## src/rtl/nstk_pkg.sv

```systemverilog
package nstk_pkg;

  typedef enum logic [2:0] {
    OP_PUSH_RP = 3'd0,
    OP_POP_RP  = 3'd1,
    OP_PUSH_BS = 3'd2,
    OP_POP_BS  = 3'd3,
    OP_RETI    = 3'd4
  } nstk_op_e;

  localparam int unsigned FRAME_NIB = 6;

  function automatic logic op_known(input logic [2:0] code);
    return code <= 3'd4;
  endfunction

  function automatic logic op_is_push(input nstk_op_e op);
    return (op == OP_PUSH_RP) || (op == OP_PUSH_BS);
  endfunction

  // index of the final access of an operation
  function automatic logic [2:0] op_last_step(input nstk_op_e op);
    return (op == OP_RETI) ? 3'd5 : 3'd1;
  endfunction

  // signed nibble offset from SP for access number 'step'
  function automatic logic [3:0] step_offset(input nstk_op_e op, input logic [2:0] step);
    logic [3:0] off;
    case (op)
      OP_PUSH_RP, OP_PUSH_BS: off = step[0] ? 4'hE : 4'hF;
      OP_POP_RP, OP_POP_BS:   off = step[0] ? 4'h0 : 4'h1;
      default: begin
        case (step)
          3'd0:    off = 4'h1;
          3'd1:    off = 4'h0;
          3'd2:    off = 4'h3;
          3'd3:    off = 4'h2;
          3'd4:    off = 4'h4;
          default: off = 4'h5;
        endcase
      end
    endcase
    return off;
  endfunction

  // signed SP adjustment committed at completion
  function automatic logic [3:0] sp_delta(input nstk_op_e op);
    logic [3:0] d;
    case (op)
      OP_PUSH_RP, OP_PUSH_BS: d = 4'hE;
      OP_POP_RP, OP_POP_BS:   d = 4'h2;
      default:                d = 4'h6;
    endcase
    return d;
  endfunction

endpackage

```

## src/rtl/nstk_seq.sv

```systemverilog
module nstk_seq
  import nstk_pkg::*;
(
  input  logic           clk,
  input  logic           rst_n,
  input  logic           req,
  input  logic [2:0]     op_code,
  input  logic           mode_ext,
  output logic           accept,
  output logic           busy,
  output logic           last,
  output logic [2:0]     step,
  output nstk_op_e       op_q,
  output logic           mode_q,
  output logic           done
);

  logic       busy_q, busy_d;
  logic [2:0] step_q, step_d;
  nstk_op_e   op_d;
  logic       mode_d;
  logic       done_q, done_d;

  assign accept = req && !busy_q && op_known(op_code);
  assign last   = busy_q && (step_q == op_last_step(op_q));

  always_comb begin
    busy_d = busy_q;
    step_d = step_q;
    op_d   = op_q;
    mode_d = mode_q;
    done_d = 1'b0;
    if (accept) begin
      busy_d = 1'b1;
      step_d = 3'd0;
      op_d   = nstk_op_e'(op_code);
      mode_d = mode_ext;
    end else if (last) begin
      busy_d = 1'b0;
      done_d = 1'b1;
    end else if (busy_q) begin
      step_d = step_q + 3'd1;
    end
  end

  always_ff @(posedge clk or negedge rst_n) begin
    if (!rst_n) begin
      busy_q <= 1'b0;
      step_q <= 3'd0;
      op_q   <= OP_PUSH_RP;
      mode_q <= 1'b0;
      done_q <= 1'b0;
    end else begin
      busy_q <= busy_d;
      step_q <= step_d;
      op_q   <= op_d;
      mode_q <= mode_d;
      done_q <= done_d;
    end
  end

  assign busy = busy_q;
  assign step = step_q;
  assign done = done_q;

  p_done_single_r9: assert property (@(posedge clk) disable iff (!rst_n)
    done_q |=> !done_q);

  p_hold_op_r10: assert property (@(posedge clk) disable iff (!rst_n)
    (busy_q && !last) |=> (busy_q && $stable(op_q) && $stable(mode_q)));

endmodule

```

## src/rtl/nstk_addr.sv

```systemverilog
module nstk_addr
  import nstk_pkg::*;
#(
  parameter int unsigned SP_W     = 8,
  parameter logic [SP_W-1:0] SP_RESET = '0
) (
  input  logic            clk,
  input  logic            rst_n,
  input  logic            busy,
  input  logic            last,
  input  logic [2:0]      step,
  input  nstk_op_e        op_q,
  input  logic            done,
  output logic [SP_W-1:0] sp,
  output logic [SP_W-1:0] mem_addr,
  output logic            mem_en,
  output logic            mem_we
);

  localparam int unsigned EXT = SP_W - 4;

  logic [SP_W-1:0] sp_q, sp_d;
  logic [3:0]      off;
  logic [3:0]      dlt;

  assign off = step_offset(op_q, step);
  assign dlt = sp_delta(op_q);

  always_comb begin
    sp_d = sp_q;
    if (last) sp_d = sp_q + {{EXT{dlt[3]}}, dlt};
  end

  always_ff @(posedge clk or negedge rst_n) begin
    if (!rst_n) sp_q <= SP_RESET;
    else        sp_q <= sp_d;
  end

  assign sp       = sp_q;
  assign mem_addr = sp_q + {{EXT{off[3]}}, off};
  assign mem_en   = busy;
  assign mem_we   = busy && op_is_push(op_q);

  p_sp_commit_r9: assert property (@(posedge clk) disable iff (!rst_n)
    !$stable(sp_q) |-> done);

  p_write_below_r2: assert property (@(posedge clk) disable iff (!rst_n)
    mem_we |-> ((mem_addr == sp_q - SP_W'(1)) || (mem_addr == sp_q - SP_W'(2))));

  p_read_window_r6: assert property (@(posedge clk) disable iff (!rst_n)
    (mem_en && !mem_we) |-> (SP_W'(mem_addr - sp_q) < SP_W'(FRAME_NIB)));

endmodule

```

## src/rtl/nstk_capture.sv

```systemverilog
module nstk_capture
  import nstk_pkg::*;
(
  input  logic       clk,
  input  logic       rst_n,
  input  logic       accept,
  input  logic [2:0] op_code,
  input  logic [7:0] rp_in,
  input  logic [3:0] mbs_in,
  input  logic [3:0] rbs_in,
  input  logic       busy,
  input  logic [2:0] step,
  input  nstk_op_e   op_q,
  input  logic [3:0] mem_rdata,
  output logic [3:0] mem_wdata,
  output logic [FRAME_NIB-1:0][3:0] nib
);

  logic [7:0] wd_q, wd_d;
  logic [FRAME_NIB-1:0][3:0] nib_q, nib_d;
  logic       rd_en;

  assign rd_en = busy && !op_is_push(op_q);

  always_comb begin
    wd_d = wd_q;
    if (accept) wd_d = (op_code == OP_PUSH_BS) ? {mbs_in, rbs_in} : rp_in;
  end

  always_comb begin
    nib_d = nib_q;
    for (int i = 0; i < FRAME_NIB; i++) begin
      if (rd_en && (step == 3'(i))) nib_d[i] = mem_rdata;
    end
  end

  always_ff @(posedge clk or negedge rst_n) begin
    if (!rst_n) begin
      wd_q  <= '0;
      nib_q <= '0;
    end else begin
      wd_q  <= wd_d;
      nib_q <= nib_d;
    end
  end

  assign mem_wdata = step[0] ? wd_q[3:0] : wd_q[7:4];
  assign nib       = nib_q;

  p_wdata_stable_r10: assert property (@(posedge clk) disable iff (!rst_n)
    (busy && !accept) |=> $stable(wd_q));

endmodule

```

## src/rtl/nstk_frame_ctrl.sv

```systemverilog
module nstk_frame_ctrl
  import nstk_pkg::*;
#(
  parameter int unsigned SP_W     = 8,
  parameter int unsigned PC_W     = 13,
  parameter logic [SP_W-1:0] SP_RESET = '0
) (
  input  logic            clk,
  input  logic            rst_n,
  input  logic            req,
  input  logic [2:0]      op_code,
  input  logic            mode_ext,
  input  logic [7:0]      rp_in,
  input  logic [3:0]      mbs_in,
  input  logic [3:0]      rbs_in,
  input  logic            mbe_in,
  input  logic            rbe_in,
  output logic            mem_en,
  output logic            mem_we,
  output logic [SP_W-1:0] mem_addr,
  output logic [3:0]      mem_wdata,
  input  logic [3:0]      mem_rdata,
  output logic [SP_W-1:0] sp_out,
  output logic [7:0]      rp_out,
  output logic [3:0]      mbs_out,
  output logic [3:0]      rbs_out,
  output logic [PC_W-1:0] pc_out,
  output logic [7:0]      psw_out,
  output logic            mbe_out,
  output logic            rbe_out,
  output logic            done
);

  logic       accept, busy, last, mode_q;
  logic [2:0] step;
  nstk_op_e   op_q;
  logic [FRAME_NIB-1:0][3:0] nib;

  nstk_seq u_seq (
    .clk(clk), .rst_n(rst_n), .req(req), .op_code(op_code), .mode_ext(mode_ext),
    .accept(accept), .busy(busy), .last(last), .step(step), .op_q(op_q),
    .mode_q(mode_q), .done(done)
  );

  nstk_addr #(.SP_W(SP_W), .SP_RESET(SP_RESET)) u_addr (
    .clk(clk), .rst_n(rst_n), .busy(busy), .last(last), .step(step), .op_q(op_q),
    .done(done), .sp(sp_out), .mem_addr(mem_addr), .mem_en(mem_en), .mem_we(mem_we)
  );

  nstk_capture u_cap (
    .clk(clk), .rst_n(rst_n), .accept(accept), .op_code(op_code), .rp_in(rp_in),
    .mbs_in(mbs_in), .rbs_in(rbs_in), .busy(busy), .step(step), .op_q(op_q),
    .mem_rdata(mem_rdata), .mem_wdata(mem_wdata), .nib(nib)
  );

  // nibble 0 is the flag nibble on a return; pairs and banks use 0 (high) and 1 (low)
  assign rp_out  = {nib[0], nib[1]};
  assign mbs_out = nib[0];
  assign rbs_out = nib[1];
  assign psw_out = {nib[4], nib[5]};
  assign mbe_out = mode_q ? nib[0][3] : mbe_in;
  assign rbe_out = mode_q ? nib[0][2] : rbe_in;

  generate
    if (PC_W > 12) begin : g_pc13
      assign pc_out = {{(PC_W-12){1'b0}}, 12'h000} | {{(PC_W-13){1'b0}}, nib[0][0], nib[1], nib[2], nib[3]};
    end else begin : g_pc12
      assign pc_out = PC_W'({nib[1], nib[2], nib[3]});
    end
  endgenerate

  p_no_access_idle_r10: assert property (@(posedge clk) disable iff (!rst_n)
    (!mem_en && !accept) |=> !mem_en);

endmodule

```

## config.mk

```make
export PLATFORM = sky130hd
export DESIGN_NAME = nstk_frame_ctrl
export DESIGN_NICKNAME = d
export VERILOG_FILES = /design/src/rtl/nstk_pkg.sv /design/src/rtl/nstk_seq.sv /design/src/rtl/nstk_addr.sv /design/src/rtl/nstk_capture.sv /design/src/rtl/nstk_frame_ctrl.sv
export SDC_FILE = /design/constraint.sdc
export NUM_CORES = 1
export LEC_CHECK = 0
export CAP_MARGIN = 20
export CORE_MARGIN = 8
export CORE_UTILIZATION = 41
export DETAILED_ROUTE_END_ITERATION = 12
export PLACE_DENSITY = 0.86
export SYNTH_ARGS = -nofsm -noshare
export SYNTH_HDL_FRONTEND = slang
export SYNTH_SLANG_ARGS = --single-unit
```

## constraint.sdc

```tcl
create_clock -name clk -period 2.87 [get_ports clk]
set_input_delay 0.574 -clock clk [delete_from_list [all_inputs] [get_ports clk]]
set_output_delay 0.574 -clock clk [all_outputs]
set_load 0.02 [all_outputs]
```

==> summary.md, run 1 <==
| Metric | Value |
|---|---|
| Cell taking the most area after synthesis | `dfrtp_1` |
| Reg2Reg Setup Slack | `around 0.42 ns` |
| Ys Warns | `0` |
| Worst r2r src | `u_seq.op_q[2]` |
| GRT Resource Usage Total | `14.2%` |
| Yosys reg bits | `48` |
| Clock-pin slew on the worst setup and hold paths | `about 0.090 ns` |
| Final Max Tran Viols | `0` |
| Worst hold path class | `in2async` |
| DRC viols | `0` |
| Max-Cap Viols | `0` |
| Share of cells above drive strength 1 | `between 30% and 40%` |
| Vias in the first global route | `approximately 2.2k` |
| Number of CTS-inserted buffers | `5` |
| Most common cell in the netlist | `dfrtp_1` |
| CTS tree | `done` |
| Area grow syn2layout | `49.9%` |
| Endpoint of the worst register-to-register path | `u_addr.sp[7]` |
| Leak | `0.00175 uW` |
| Startpoint types | `flop` |
| EDFF count, synth | `0` |
| Crit path from | `u_seq.step[1]` |
| CTS HTree Levels | `2` |
| Share of the synthesized area in the top cell type | `a little under half` |
| Tcrit/Tclk final | `117%` |
| Initial antenna violation count | `0` |
| Post-synth cell types | `38` |
| Sequential element share of the synthesized area | `a little under half` |
| Row cnt | `29` |
| Tmin final | `roughly 3.3 ns` |
| Die area | `~0.009 mm2` |
| Final setup fails | `5` |
| Root Driver | `clkbuf_8` |
| Vias/cell | `roughly 5` |
| Clock buffer depth | `2` |
| Drt first pass iters | `4` |
| Req. time, crit path | `approximately 2.3 ns` |
| CP endpoint kind | `output pin` |
| Final setup margin | `-0.480 ns` |
| Detail Placement HPWL | `roughly 5.2 mm` |
| CORE AREA | `roughly 0.0063 mm2` |
| Hold WS | `0.193 ns` |
| Reg2reg path depth | `9` |
| Arrival @ worst endpoint | `2.78 ns` |
| First-pass GRT wire length | `approximately 10 mm` |
| Initial core utilization | `41.9%` |
| Antenna Nets Post-Route | `0` |
| Largest net degree at the start of global routing | `30` |
| Skew-Pair Late Insertion Delay | `~0.30 ns` |
| Outcome | `finished, violations left` |
| Routed WL | `about 6.7 mm` |
| Syn avg cell area | `11.1 um2` |
| Max-Slew Margin vs Limit | `55.4%` |
| Antenna fix cells | `0` |
| Critical path class | `reg2out` |
| Setup tns final | `-1.88 ns` |
| # clock sinks | `48` |
| Cell area after synthesis | `approximately 0.0026 mm2` |
| CTS Hold Bufs | `0` |
| PortBufs | `a little under 90` |
| Total congestion overflow | `0` |
| F_max | `around 300 MHz` |
| Worst Tran Pin Value | `~0.67 ns` |
| Top_reg_cell synth | `dfrtp_1` |
| CP Max Fanout | `3` |
| Routed len/inst | `16.0 um` |
| Synthesized Nets | `280` |
| Core Util, Final | `around 63%` |
| Layout Nets | `between 300 and 400` |
| Die H | `slightly below 100 um` |
| Largest cells by area after synthesis | `dfrtp_1 46%, mux2_2 15%, ha_1 5.7%, buf_4 4.0%, o21ai_0 4.0%` |
| First-iteration detailed-routing DRC count | `50` |
| Critical Path End | `mem_addr[7]` |
| Final Hold Fails | `0` |
| Die W | `about 96 um` |
| GPL Wtd Cong | `~0.8` |
| Via Count | `between 2k and 2.5k` |
| Syn Inst Count | `about 240` |
| PwrDens | `about 1500 mW/mm2` |
| Failing checks | `setup timing` |
| Fin Clk Skew | `just over 0.01 ns` |
| Unrepaired setup endpoints after global routing | `true` |
| # IOs | `91` |
| Most instantiated cells after synthesis | `48 x dfrtp_1, 36 x mux2_2, 21 x o21ai_0` |
| Async set-reset flop share out of synthesis | `between 90% and 100%` |
| Maximum vdd drop | `~1.5 mV` |
layout make-up:
class | instances | area, um2
Timing Repair Buffer | 123 | 1140
Multi-Input combinational cell | 154 | 1370
Fill cell | 508 | 2330
Clock buffer | 5 | 68.8
Inverter | 12 | 47.5
Tap cell | 77 | 96.3
Clock inverter | 2 | 12.5
Sequential cell | 48 | 1200
per-layer routing:
metal,track usage [%],routed length (um),up-vias
li1,-,-,1016
met1,15.9,2690,1032
met2,25.7,3470,69
met3,4.52,523,5
met4,2.94,42,0
met5,0,0,-
cell families (layout without fill, tap and decap cells):
group           Yosys count  count (layout)  share of synthesized area, %
compound gates           39              39                          8.65
xor+xnor                  9               9                          3.00
fa+ha+maj                14              14                          7.23
buf+inv                  35             142                          7.28
flops                    48              48                          45.6
mux                      47              47                          19.6
other cells               1               1                         0.143
simple gates             44              44                          8.42
worst max-delay path: stages, from the launching register on:
cell      delay, ns
dfrtp_2        0.45
inv_4          0.06
ha_4           0.17
nor3_4         0.19
o21bai_1       0.09
a31oi_1        0.24
inv_1          0.09
fa_2           0.36
nor2b_2        0.13
o21ai_2        0.07
a21boi_2       0.21
o211a_1        0.23
nor3_4         0.05
buf_6          0.13
sequential cells by signal, summed over array words and instances (netlist names):
| signal | flops |
|---|---|
| u_addr.sp | 7 |
| u_cap.nib | 24 |
| u_cap.wd_q | 8 |
| u_seq.busy | 1 |
| u_seq.done | 1 |
| u_seq.mode_q | 1 |
| u_seq.op_q | 3 |
| u_seq.step | 3 |
stage by stage:
step           setup slack [ns]  cell area, um2  cells  total power [uW]
6_report                 -0.480            3950    421              6110
3_5_place_dp             -0.691            3720    408              5420
4_1_cts                  -0.432            3810    417              5790
2_1_floorplan            0.0106            2680    237              3680
5_1_grt                  -0.598            3950    421              6520
3_3_place_gp             -0.569            3720    408              5310
power by group:
| group | leakage, uW | total (uW) | internal [uW] | switching [uW] |
|---|---|---|---|---|
| clock | 0.0000400 | 384 | 165 | 219 |
| sequential | 0.000574 | 1290 | 1030 | 263 |
| combinational | 0.00113 | 4430 | 2300 | 2140 |
how the worst min path moves through the flow:
stage                               end  cells past startpoint
after floorplan            u_addr.sp[1]                      0
after global placement    u_cap.wd_q[1]                      2
after detailed placement  u_cap.wd_q[0]                      2
after CTS                  u_cap.nib[0]                      1
after global routing       u_cap.nib[1]                      1
final                      u_cap.nib[0]                      1
what timing repair did:
item                       CTS  global route
pin swaps                    8             8
gates cloned                 0             0
gates resized for setup     39            22
setup buffers                2             4
setup endpoints to repair    7             7
placed cells by master, fill, tap and decap left out, types with 3 or more instances in the layout:
cell	Yosys	final
clkdlybuf4s50_1	0	81
dfrtp_1	48	46
mux2_2	36	36
buf_4	14	36
o21ai_0	21	19
nand2_1	17	17
mux2i_1	10	10
inv_1	11	7
nor2_1	7	6
ha_1	12	6
clkbuf_8	0	5
inv_2	1	4
a21o_1	4	4
and3_1	4	4
ha_4	0	4
buf_6	0	4
xor2_1	3	3
xnor2_2	0	3
nand3_1	3	3
a21oi_1	5	3
xnor2_1	6	3
Note: power is estimated with default switching activity, not from simulation.
==> run 2: changes to the inputs <==
--- a/config.mk
+++ b/config.mk
@@ -5,11 +5,13 @@
 export SDC_FILE = /design/constraint.sdc
 export NUM_CORES = 1
 export LEC_CHECK = 0
+export ABC_CLOCK_PERIOD_IN_PS = 2870
 export CAP_MARGIN = 20
 export CORE_MARGIN = 8
 export CORE_UTILIZATION = 41
 export DETAILED_ROUTE_END_ITERATION = 12
 export PLACE_DENSITY = 0.86
+export SKIP_LAST_GASP = 1
 export SYNTH_ARGS = -nofsm -noshare
 export SYNTH_HDL_FRONTEND = slang
 export SYNTH_SLANG_ARGS = --single-unit
==> results of run 2 <==
Final layout, timing and power as in run 1 (identical DEF).
Among the figures that moved: number of gates resized after CTS 39 -> 38
